**config.mk**
```make
export PLATFORM = sky130hd
export DESIGN_NAME = pwm_timebase
export DESIGN_NICKNAME = d
export VERILOG_FILES = /design/src/rtl/pwm_tbase_pkg.sv /design/src/rtl/pwm_tbase_presc.sv /design/src/rtl/pwm_tbase_core.sv /design/src/rtl/pwm_tbase_syncout.sv /design/src/rtl/pwm_timebase.sv
export SDC_FILE = /design/constraint.sdc
export NUM_CORES = 1
export LEC_CHECK = 0
export CORE_MARGIN = 4
export CORE_UTILIZATION = 55
export CTS_CLUSTER_SIZE = 30
export DETAILED_ROUTE_END_ITERATION = 8
export GPL_ROUTABILITY_DRIVEN = 0
export PLACE_DENSITY = 0.82
export SLEW_MARGIN = 0
export SYNTH_ARGS = -nofsm -noshare
export SYNTH_HDL_FRONTEND = slang
export SYNTH_SLANG_ARGS = --single-unit
```
**constraint.sdc**
```tcl
create_clock -name clk -period 6.8 [get_ports clk]
set_input_delay 1.36 -clock clk [delete_from_list [all_inputs] [get_ports clk]]
set_output_delay 1.36 -clock clk [all_outputs]
set_load 0.02 [all_outputs]
```
**src/rtl/pwm_tbase_pkg.sv**
```systemverilog
package pwm_tbase_pkg;
  typedef enum logic [1:0] {
    CM_UP     = 2'b00,
    CM_DOWN   = 2'b01,
    CM_UPDOWN = 2'b10,
    CM_FREEZE = 2'b11
  } cnt_mode_e;

  typedef enum logic [1:0] {
    SO_PASS = 2'b00,
    SO_ZERO = 2'b01,
    SO_CMPB = 2'b10,
    SO_OFF  = 2'b11
  } sync_sel_e;

  localparam logic [1:0] HM_STEP  = 2'b00;
  localparam logic [1:0] HM_CYCLE = 2'b01;
endpackage

```
**src/rtl/pwm_tbase_presc.sv**
```systemverilog
module pwm_tbase_presc #(
  parameter int CDIV_W = 3,
  parameter int HDIV_W = 3
) (
  input  logic              clk,
  input  logic              rst_n,
  input  logic [CDIV_W-1:0] div_coarse,
  input  logic [HDIV_W-1:0] div_fast,
  output logic              tick
);
  localparam int PROD_W = HDIV_W + (1 << CDIV_W);

  logic [HDIV_W:0]   fast_div;
  logic [PROD_W-1:0] prod, prod_q, pcnt;
  logic              restart;

  // fast divisor: code 0 -> 1, otherwise twice the code
  always_comb begin
    if (div_fast == '0) fast_div = {{HDIV_W{1'b0}}, 1'b1};
    else                fast_div = {div_fast, 1'b0};
    prod = {{(PROD_W-HDIV_W-1){1'b0}}, fast_div} << div_coarse;
  end

  assign restart = (prod != prod_q);
  assign tick    = !restart && (pcnt == prod - PROD_W'(1));

  always_ff @(posedge clk or negedge rst_n) begin
    if (!rst_n) begin
      prod_q <= '0;
      pcnt   <= '0;
    end else begin
      prod_q <= prod;
      if (restart || tick) pcnt <= '0;
      else                 pcnt <= pcnt + PROD_W'(1);
    end
  end
endmodule

```
**src/rtl/pwm_tbase_core.sv**
```systemverilog
module pwm_tbase_core
  import pwm_tbase_pkg::*;
#(
  parameter int CNT_W = 16
) (
  input  logic             clk,
  input  logic             rst_n,
  input  logic             tick,
  input  logic             sync_evt,
  input  logic [1:0]       cnt_mode,
  input  logic [1:0]       halt_mode,
  input  logic             dbg_halt,
  input  logic             phase_dir,
  input  logic [CNT_W-1:0] period,
  input  logic [CNT_W-1:0] phase,
  output logic [CNT_W-1:0] count,
  output logic             count_up,
  output logic             moved
);
  cnt_mode_e        mode;
  logic             up_q, halted_q;
  logic             at_end, hold, step;
  logic [CNT_W-1:0] nxt;
  logic             nxt_up;

  assign mode   = cnt_mode_e'(cnt_mode);
  assign at_end = (mode == CM_UP) ? (count == period) : (count == '0);
  assign hold   = dbg_halt && !halt_mode[1] &&
                  ((halt_mode == HM_STEP && halted_q) ||
                   (halt_mode == HM_CYCLE && at_end));
  assign step   = tick && !hold && (mode != CM_FREEZE);

  always_comb begin
    nxt    = count;
    nxt_up = up_q;
    case (mode)
      CM_UP:   nxt = (count >= period) ? '0 : count + CNT_W'(1);
      CM_DOWN: nxt = (count == '0) ? period : count - CNT_W'(1);
      CM_UPDOWN: begin
        if (up_q) begin
          if (count >= period) begin
            nxt_up = 1'b0;
            nxt    = (count == '0) ? '0 : count - CNT_W'(1);
          end else begin
            nxt = count + CNT_W'(1);
          end
        end else begin
          if (count == '0) begin
            nxt_up = 1'b1;
            nxt    = (period == '0) ? '0 : CNT_W'(1);
          end else begin
            nxt = count - CNT_W'(1);
          end
        end
      end
      default: nxt = count;
    endcase
  end

  always_ff @(posedge clk or negedge rst_n) begin
    if (!rst_n) begin
      count <= '0;
      up_q  <= 1'b1;
      moved <= 1'b0;
    end else if (sync_evt) begin
      count <= phase;
      if (mode == CM_UPDOWN) up_q <= phase_dir;
      moved <= 1'b1;
    end else if (step) begin
      count <= nxt;
      up_q  <= nxt_up;
      moved <= 1'b1;
    end else begin
      moved <= 1'b0;
    end
  end

  always_ff @(posedge clk or negedge rst_n) begin
    if (!rst_n)                                halted_q <= 1'b0;
    else if (!dbg_halt || halt_mode != HM_STEP) halted_q <= 1'b0;
    else if (step)                             halted_q <= 1'b1;
  end

  always_comb begin
    case (mode)
      CM_UP:   count_up = 1'b1;
      CM_DOWN: count_up = 1'b0;
      default: count_up = up_q;
    endcase
  end
endmodule

```
**src/rtl/pwm_tbase_syncout.sv**
```systemverilog
module pwm_tbase_syncout
  import pwm_tbase_pkg::*;
#(
  parameter int CNT_W = 16
) (
  input  logic             clk,
  input  logic             rst_n,
  input  logic [1:0]       sync_sel,
  input  logic             sync_evt,
  input  logic             moved,
  input  logic [CNT_W-1:0] count,
  input  logic [CNT_W-1:0] cmp_b,
  output logic             sync_out
);
  sync_sel_e sel;
  logic      src;

  assign sel = sync_sel_e'(sync_sel);

  always_comb begin
    case (sel)
      SO_PASS: src = sync_evt;
      SO_ZERO: src = moved && (count == '0);
      SO_CMPB: src = moved && (count == cmp_b);
      default: src = 1'b0;
    endcase
  end

  always_ff @(posedge clk or negedge rst_n) begin
    if (!rst_n) sync_out <= 1'b0;
    else        sync_out <= src;
  end
endmodule

```
**src/rtl/pwm_timebase.sv**
```systemverilog
module pwm_timebase
  import pwm_tbase_pkg::*;
#(
  parameter int CNT_W  = 16,
  parameter int CDIV_W = 3,
  parameter int HDIV_W = 3
) (
  input  logic              clk,
  input  logic              rst_n,
  input  logic [CDIV_W-1:0] div_coarse,
  input  logic [HDIV_W-1:0] div_fast,
  input  logic [1:0]        cnt_mode,
  input  logic [1:0]        halt_mode,
  input  logic              phase_dir,
  input  logic [1:0]        sync_sel,
  input  logic              sw_sync,
  input  logic [CNT_W-1:0]  period,
  input  logic [CNT_W-1:0]  phase,
  input  logic [CNT_W-1:0]  cmp_b,
  input  logic              sync_in,
  input  logic              dbg_halt,
  output logic              sync_out,
  output logic [CNT_W-1:0]  count,
  output logic              count_up
);
  logic tick, sync_evt, moved;

  // software strobe only counts while the output passes the sync event
  assign sync_evt = sync_in || (sw_sync && (sync_sel == SO_PASS));

  pwm_tbase_presc #(.CDIV_W(CDIV_W), .HDIV_W(HDIV_W)) u_presc (
    .clk(clk), .rst_n(rst_n), .div_coarse(div_coarse),
    .div_fast(div_fast), .tick(tick)
  );

  pwm_tbase_core #(.CNT_W(CNT_W)) u_core (
    .clk(clk), .rst_n(rst_n), .tick(tick), .sync_evt(sync_evt),
    .cnt_mode(cnt_mode), .halt_mode(halt_mode), .dbg_halt(dbg_halt),
    .phase_dir(phase_dir), .period(period), .phase(phase),
    .count(count), .count_up(count_up), .moved(moved)
  );

  pwm_tbase_syncout #(.CNT_W(CNT_W)) u_sync (
    .clk(clk), .rst_n(rst_n), .sync_sel(sync_sel), .sync_evt(sync_evt),
    .moved(moved), .count(count), .cmp_b(cmp_b), .sync_out(sync_out)
  );
endmodule

```
# == Word-level counts from Yosys, hierarchy flattened ==
# Index checks and enable logic that the tools add are counted.
# W data, S select, Z words.
# totals
reg_bits,42
in_bits,66
elab_cells,81
# classes
addsub,4
order_cmp,1
n_eq_ne,12
n_shift,1
muxes,26
n_reduce_logical,30
# op_table
op,n
$mux W16,8
$pmux W16 S3,1
$eq A16 B16 Y1,2
$logic_not A16 Y1,2
$add A16 B1 Y16 const B,1
$ge A16 B16 Y1,1
$sub A16 B1 Y16 const B,1
$mux W1,13
$add A11 B1 Y11 const B,1
$eq A11 B11 Y1,1
$mux W11,1
$ne A11 B11 Y1,1
$shl A4 B3 Y11,1
$sub A11 B1 Y11 const B,1
$logic_and A1 B1 Y1,10
$eq A2 B1 Y1 const B,3
$logic_not A2 Y1,3
$ne A2 B2 Y1 const B,3
$reduce_bool A2 Y1,3
$eq A2 B2 Y1 const B,2
$logic_not A1 Y1,4
$logic_or A1 B1 Y1,4
$mux W4,1
$reduce_bool A4 Y1,1
other kinds (5),5

# == Logic depth before layout (Yosys ltp) ==
# depth
ltp_word,10
depth_mapped,15
ltp_nobuf,12

# == By module ==
# From an unflattened synthesis, not the netlist that was laid out.
# hier_totals
hier_cells,620
area_unflattened_um2,5024.8
# modules_own_cells
mod,instances,cells_per_inst,area_per_inst_um2,seq_area_each_um2
pwm_tbase_core,1,383,2892.8,476.7
pwm_tbase_presc,1,197,1798.0,550.5
pwm_tbase_syncout,1,38,322.8,25.0
pwm_timebase,1,2,11.3,0.0

# == Worst setup path before layout ==
# Ideal clock, no wire load.
# synth_timing
kind,in2reg
startpoint,input div_fast[1]
endpoint,register u_core.count[2]
setup_ns,0.121
t_arrival_ns,4.236
slack_ns,2.443
cell_stages,14
path_buffers,2
path_cell_list,buf_2 -> or4b_4 -> nand2_1 -> nand2_1 -> ha_1 -> xor2_1 -> nand2_1 -> a2111oi_2 -> nand4b_1 -> a2111oi_4 -> and3_1 -> buf_4 -> o32ai_1 -> a22o_1
# synth_via
elab_chain_len,10
word_cells_on_any_way,12
# synth_rtl
element,line,rtl
from (decl),pwm_timebase.sv:11,"input logic [HDIV_W-1:0] div_fast,"
$logic_not A3 Y1,pwm_tbase_presc.sv:19,"if (div_fast == '0) fast_div = {{HDIV_W{1'b0}}, 1'b1};"
$mux W4 *,pwm_tbase_presc.sv:19,
$shl A4 B3 Y11 *,pwm_tbase_presc.sv:21,"prod = {{(PROD_W-HDIV_W-1){1'b0}}, fast_div} << div_coarse;"
$sub A11 B1 Y11 / $ne A11 B11 Y1 (equally long branches),"pwm_tbase_presc.sv:25, pwm_tbase_presc.sv:24",
$eq A11 B11 Y1 / $logic_not A1 Y1 (equally long branches),pwm_tbase_presc.sv:25,assign tick = !restart && (pcnt == prod - PROD_W'(1));
$logic_and A1 B1 Y1 *,pwm_tbase_presc.sv:25,
$logic_and A1 B1 Y1 * (2 in a row),pwm_tbase_core.sv:31,assign step = tick && !hold && (mode != CM_FREEZE);
$reduce_bool A2 Y1 (no source line) *,n/a,
$reduce_and A2 Y1 (no source line) *,n/a,
to (signal assigned),pwm_tbase_core.sv:66,count <= phase;
to (signal assigned),pwm_tbase_core.sv:70,count <= nxt;
to (decl),pwm_tbase_core.sv:16,"output logic [CNT_W-1:0] count,"
# Mark *: on every way between the ends. The rest lies on a longest branch, timed or not.
# A chain may end at the register's enable or synchronous reset.

# == Final worst setup path ==
# layout_timing
startpoint,input div_fast[2]
endpoint,register u_core.count[2]
# The elaborated chain is that of the path after synthesis.

==> results.tsv <==
metric	value	unit
CTS resizes	0	
Filler Cells Inserted	770	
cell family with the largest share of critical-path delay	simple AND/OR/NAND/NOR gates	
portion of the post-synthesis area used by sequential elements	21.5	%
die area	0.0105	mm^2
floorplan die width	102	um
non-filler instance count after layout	796	
pin count of the biggest net entering global routing	43	
flip-flop and latch count after synthesis	42	
initial antenna violation count	0	
remaining max-slew budget at the tightest pin	34.0	%
routed length per instance	19.5	um
number of buffers created by CTS	5	
Post-route DRC	0	
CTS clk-pin slew, worst paths	90	ps
via count	5265	
Final #Nets	780	
EDFF count, synth	0	
slowest cell delay on critical path	830	ps
max-cap viol count	0	
initial core utilization	56.3	%
Worst IR Drop VDD	0.0856	mV
Detail Placement HPWL	11600	um
remaining global-route overflow	0	
Pleak	2.35	nW
measured slew at the worst slew-check pin	989	ps
register-to-register path setup slack	2810	ps
post-synth cell types	83	
wirelength, routed	15500	um
CTS Buffer Depth	2	
cell types occupying the most area after synthesis	sky130_fd_sc_hd__dfrtp_1, sky130_fd_sc_hd__ha_1, sky130_fd_sc_hd__xnor2_1, sky130_fd_sc_hd__nor2_1, sky130_fd_sc_hd__nand2_1	
Mapped Cells	640	
clock tree root buffer cell	sky130_fd_sc_hd__clkbuf_8	
CP cell instances	clkdlybuf4s50_1, or4b_4, nand2_1, nand2_1, ha_1, xor2_1, nand2_1, a2111oi_2, nand4b_1, a2111oi_4, and3_1, o32ai_1, a22o_1	
count of H-tree levels built during CTS	2	
area share of the leading cell type in the synthesized netlist	21.0	%
top cells by instance count after synthesis	sky130_fd_sc_hd__nor2_1, sky130_fd_sc_hd__nand2_1, sky130_fd_sc_hd__dfrtp_1	
post-synth net total	733	
GR Util All Layers	30.2	%
iteration-0 DRC count of the detailed router	517	
areal power density over the cells	151	mW/mm^2
final clock period utilization by the worst path	78.6	%
kind of start point of the critical path	primary input	
Req. time, crit path	7010	ps
Final Hold Violating Endpoints	0	
DRT antenna net count	0	
hold path start	u_presc.pcnt[0]	
worst hold path type	reg2reg	
class of the most critical setup path	in2reg	
Most used DFF post-synth	sky130_fd_sc_hd__dfrtp_1	
clock latency of the later-clocked register in the worst-skew pair	310	ps
Die Y-Extent	102	um
DR pass1 iterations	6	
# hold bufs at CTS	0	
number of synthesis warnings	0	
core area	0.00868	mm^2
TritonCTS sink count	42	
largest area contributor in the netlist	sky130_fd_sc_hd__dfrtp_1	
max frequency	187	MHz
worst setup path start	div_fast[2]	
crit path time final	5350	ps
count of buffering cells on the critical path with inverters included	1	
status	completed	
Area growth, synth to finish	18.0	%
via-per-instance ratio	6.61	
area of the mapped netlist	0.00489	mm^2
share of post-route cells with drive strength above 1	5.67	%
Crit Path Max Fanout	23	
placed instance count	788	
Setup Viol. Count Final	0	
most frequent cell after synthesis	sky130_fd_sc_hd__nor2_1	
total count of max-transition violations in the final report	0	
accumulated negative setup slack	0	ps
worst hold endpoint	u_presc.pcnt[0]	
Post CTS Setup Buffer Count	0	
R2R depth	10	
Row Count	34	
IO Port Bufs	83	
worst reg2reg path startpoint	u_core.count[0]	
unrepaired setup endpoints after global routing	no	
top-level port count	84	
number of global-route vias before repair	5049	
end of the worst register-to-register path	u_core.count[2]	
Post-Syn Area per Cell	7.64	um^2
ANT cells	0	
critical path arrival	5550	ps
Worst Hold Path Cells	1	
CP Capture Type	flop	
wire length of the first global-routing pass	25100	um
async set-or-reset flop fraction in the synthesized netlist	100	%
Worst path slowest cell	sky130_fd_sc_hd__clkdlybuf4s50_1	
most used cell along the critical path	sky130_fd_sc_hd__nand2_1	
CTS tree	yes	
final clock skew	6.74	ps
-- worst reg2reg max path, delay by kind of cell (launching register included) --
kind                       cells  cell delay (ps)
AOI/OAI and AO/OA              2              330
adders and majority gates      1              280
buffers and inverters          1              170
DFF                            1              600
and+or+nand+nor                6             2500
-- layer usage --
layer	vias to the layer above	global-route usage [%]	wire [um]
met5	-	0	0
met4	0	11.8	524
met3	63	7.24	1770
met2	341	46.3	6860
met1	2419	41.0	6390
li1	2442	-	-
-- power by group --
part           switching (mW)  internal (mW)  leakage [nW]  total [mW]
clock network          0.0976          0.110        0.0514       0.207
registers              0.0452          0.265         0.540       0.311
logic                   0.192          0.158          1.76       0.351
-- cell usage in the layout (no fill, tap or decap), types with 11 or more instances in the layout --
cell,instances
sky130_fd_sc_hd__nor3_1,13
sky130_fd_sc_hd__nor2_1,55
sky130_fd_sc_hd__xor2_1,16
sky130_fd_sc_hd__clkdlybuf4s50_1,82
sky130_fd_sc_hd__dfrtp_1,41
sky130_fd_sc_hd__a21oi_1,38
sky130_fd_sc_hd__nand4_1,12
sky130_fd_sc_hd__inv_1,38
sky130_fd_sc_hd__mux2i_1,13
sky130_fd_sc_hd__xnor2_1,35
sky130_fd_sc_hd__o21ai_1,12
sky130_fd_sc_hd__o21ai_0,31
sky130_fd_sc_hd__nand2_1,53
sky130_fd_sc_hd__ha_1,27
sky130_fd_sc_hd__a31oi_1,11
sky130_fd_sc_hd__nand3_1,28
-- sequential cells by signal, indices dropped and copies added, names as in the netlist --
signal and count:
u_sync.sync_out 1, u_presc.prod_q 11, u_presc.pcnt 11, u_core.halted_q 1, u_core.moved 1, u_core.up_q 1, u_core.count 16
-- how the worst max path moves through the flow --
stage,slack (ps),end,cells after the start
floorplan,2440,u_core.count[2],14
global placement,1340,u_core.count[2],13
detailed placement,1200,u_core.count[2],13
CTS,1520,u_core.count[2],13
global route,1250,u_core.count[15],13
finish,1450,u_core.count[2],13
-- metrics by stage --
stage          hold slack (ps)  total power [mW]  instance area (um^2)  worst slack (ps)  utilization, %
3_3_place_gp               551             0.646                  5660              1340            65.2
2_1_floorplan              490             0.526                  4890              2440               -
6_report                   584             0.869                  5770              1450            66.5
5_1_grt                    604             0.916                  5770              1250            66.5
4_1_cts                    588             0.863                  5770              1520            66.5
3_5_place_dp               571             0.656                  5660              1200            65.2
-- logic make-up (layout without fill, tap and decap cells) --
logic type / after synthesis / after routing / share of synthesized area, %
adder cells (fa/ha/maj): 27 / 27 / 6.91
AND/OR/NAND/NOR: 232 / 232 / 24.7
multiplexers: 18 / 18 / 3.86
XOR/XNOR: 51 / 51 / 9.14
buffers and inverters: 87 / 135 / 7.73
flip-flops: 42 / 42 / 21.5
AO/OA/AOI/OAI: 183 / 183 / 26.1
-- final cells by class --
cell class	instances	area, um^2	area share [%]
Tap cell	108	135	2.34
Multi-Input combinational cell	511	3460	60.0
Inverter	39	148	2.56
Sequential cell	42	1050	18.2
Clock buffer	6	72.6	1.26
Timing Repair Buffer	88	863	15.0
Clock inverter	2	37.5	0.651
Power figures use the tool's default switching activity.
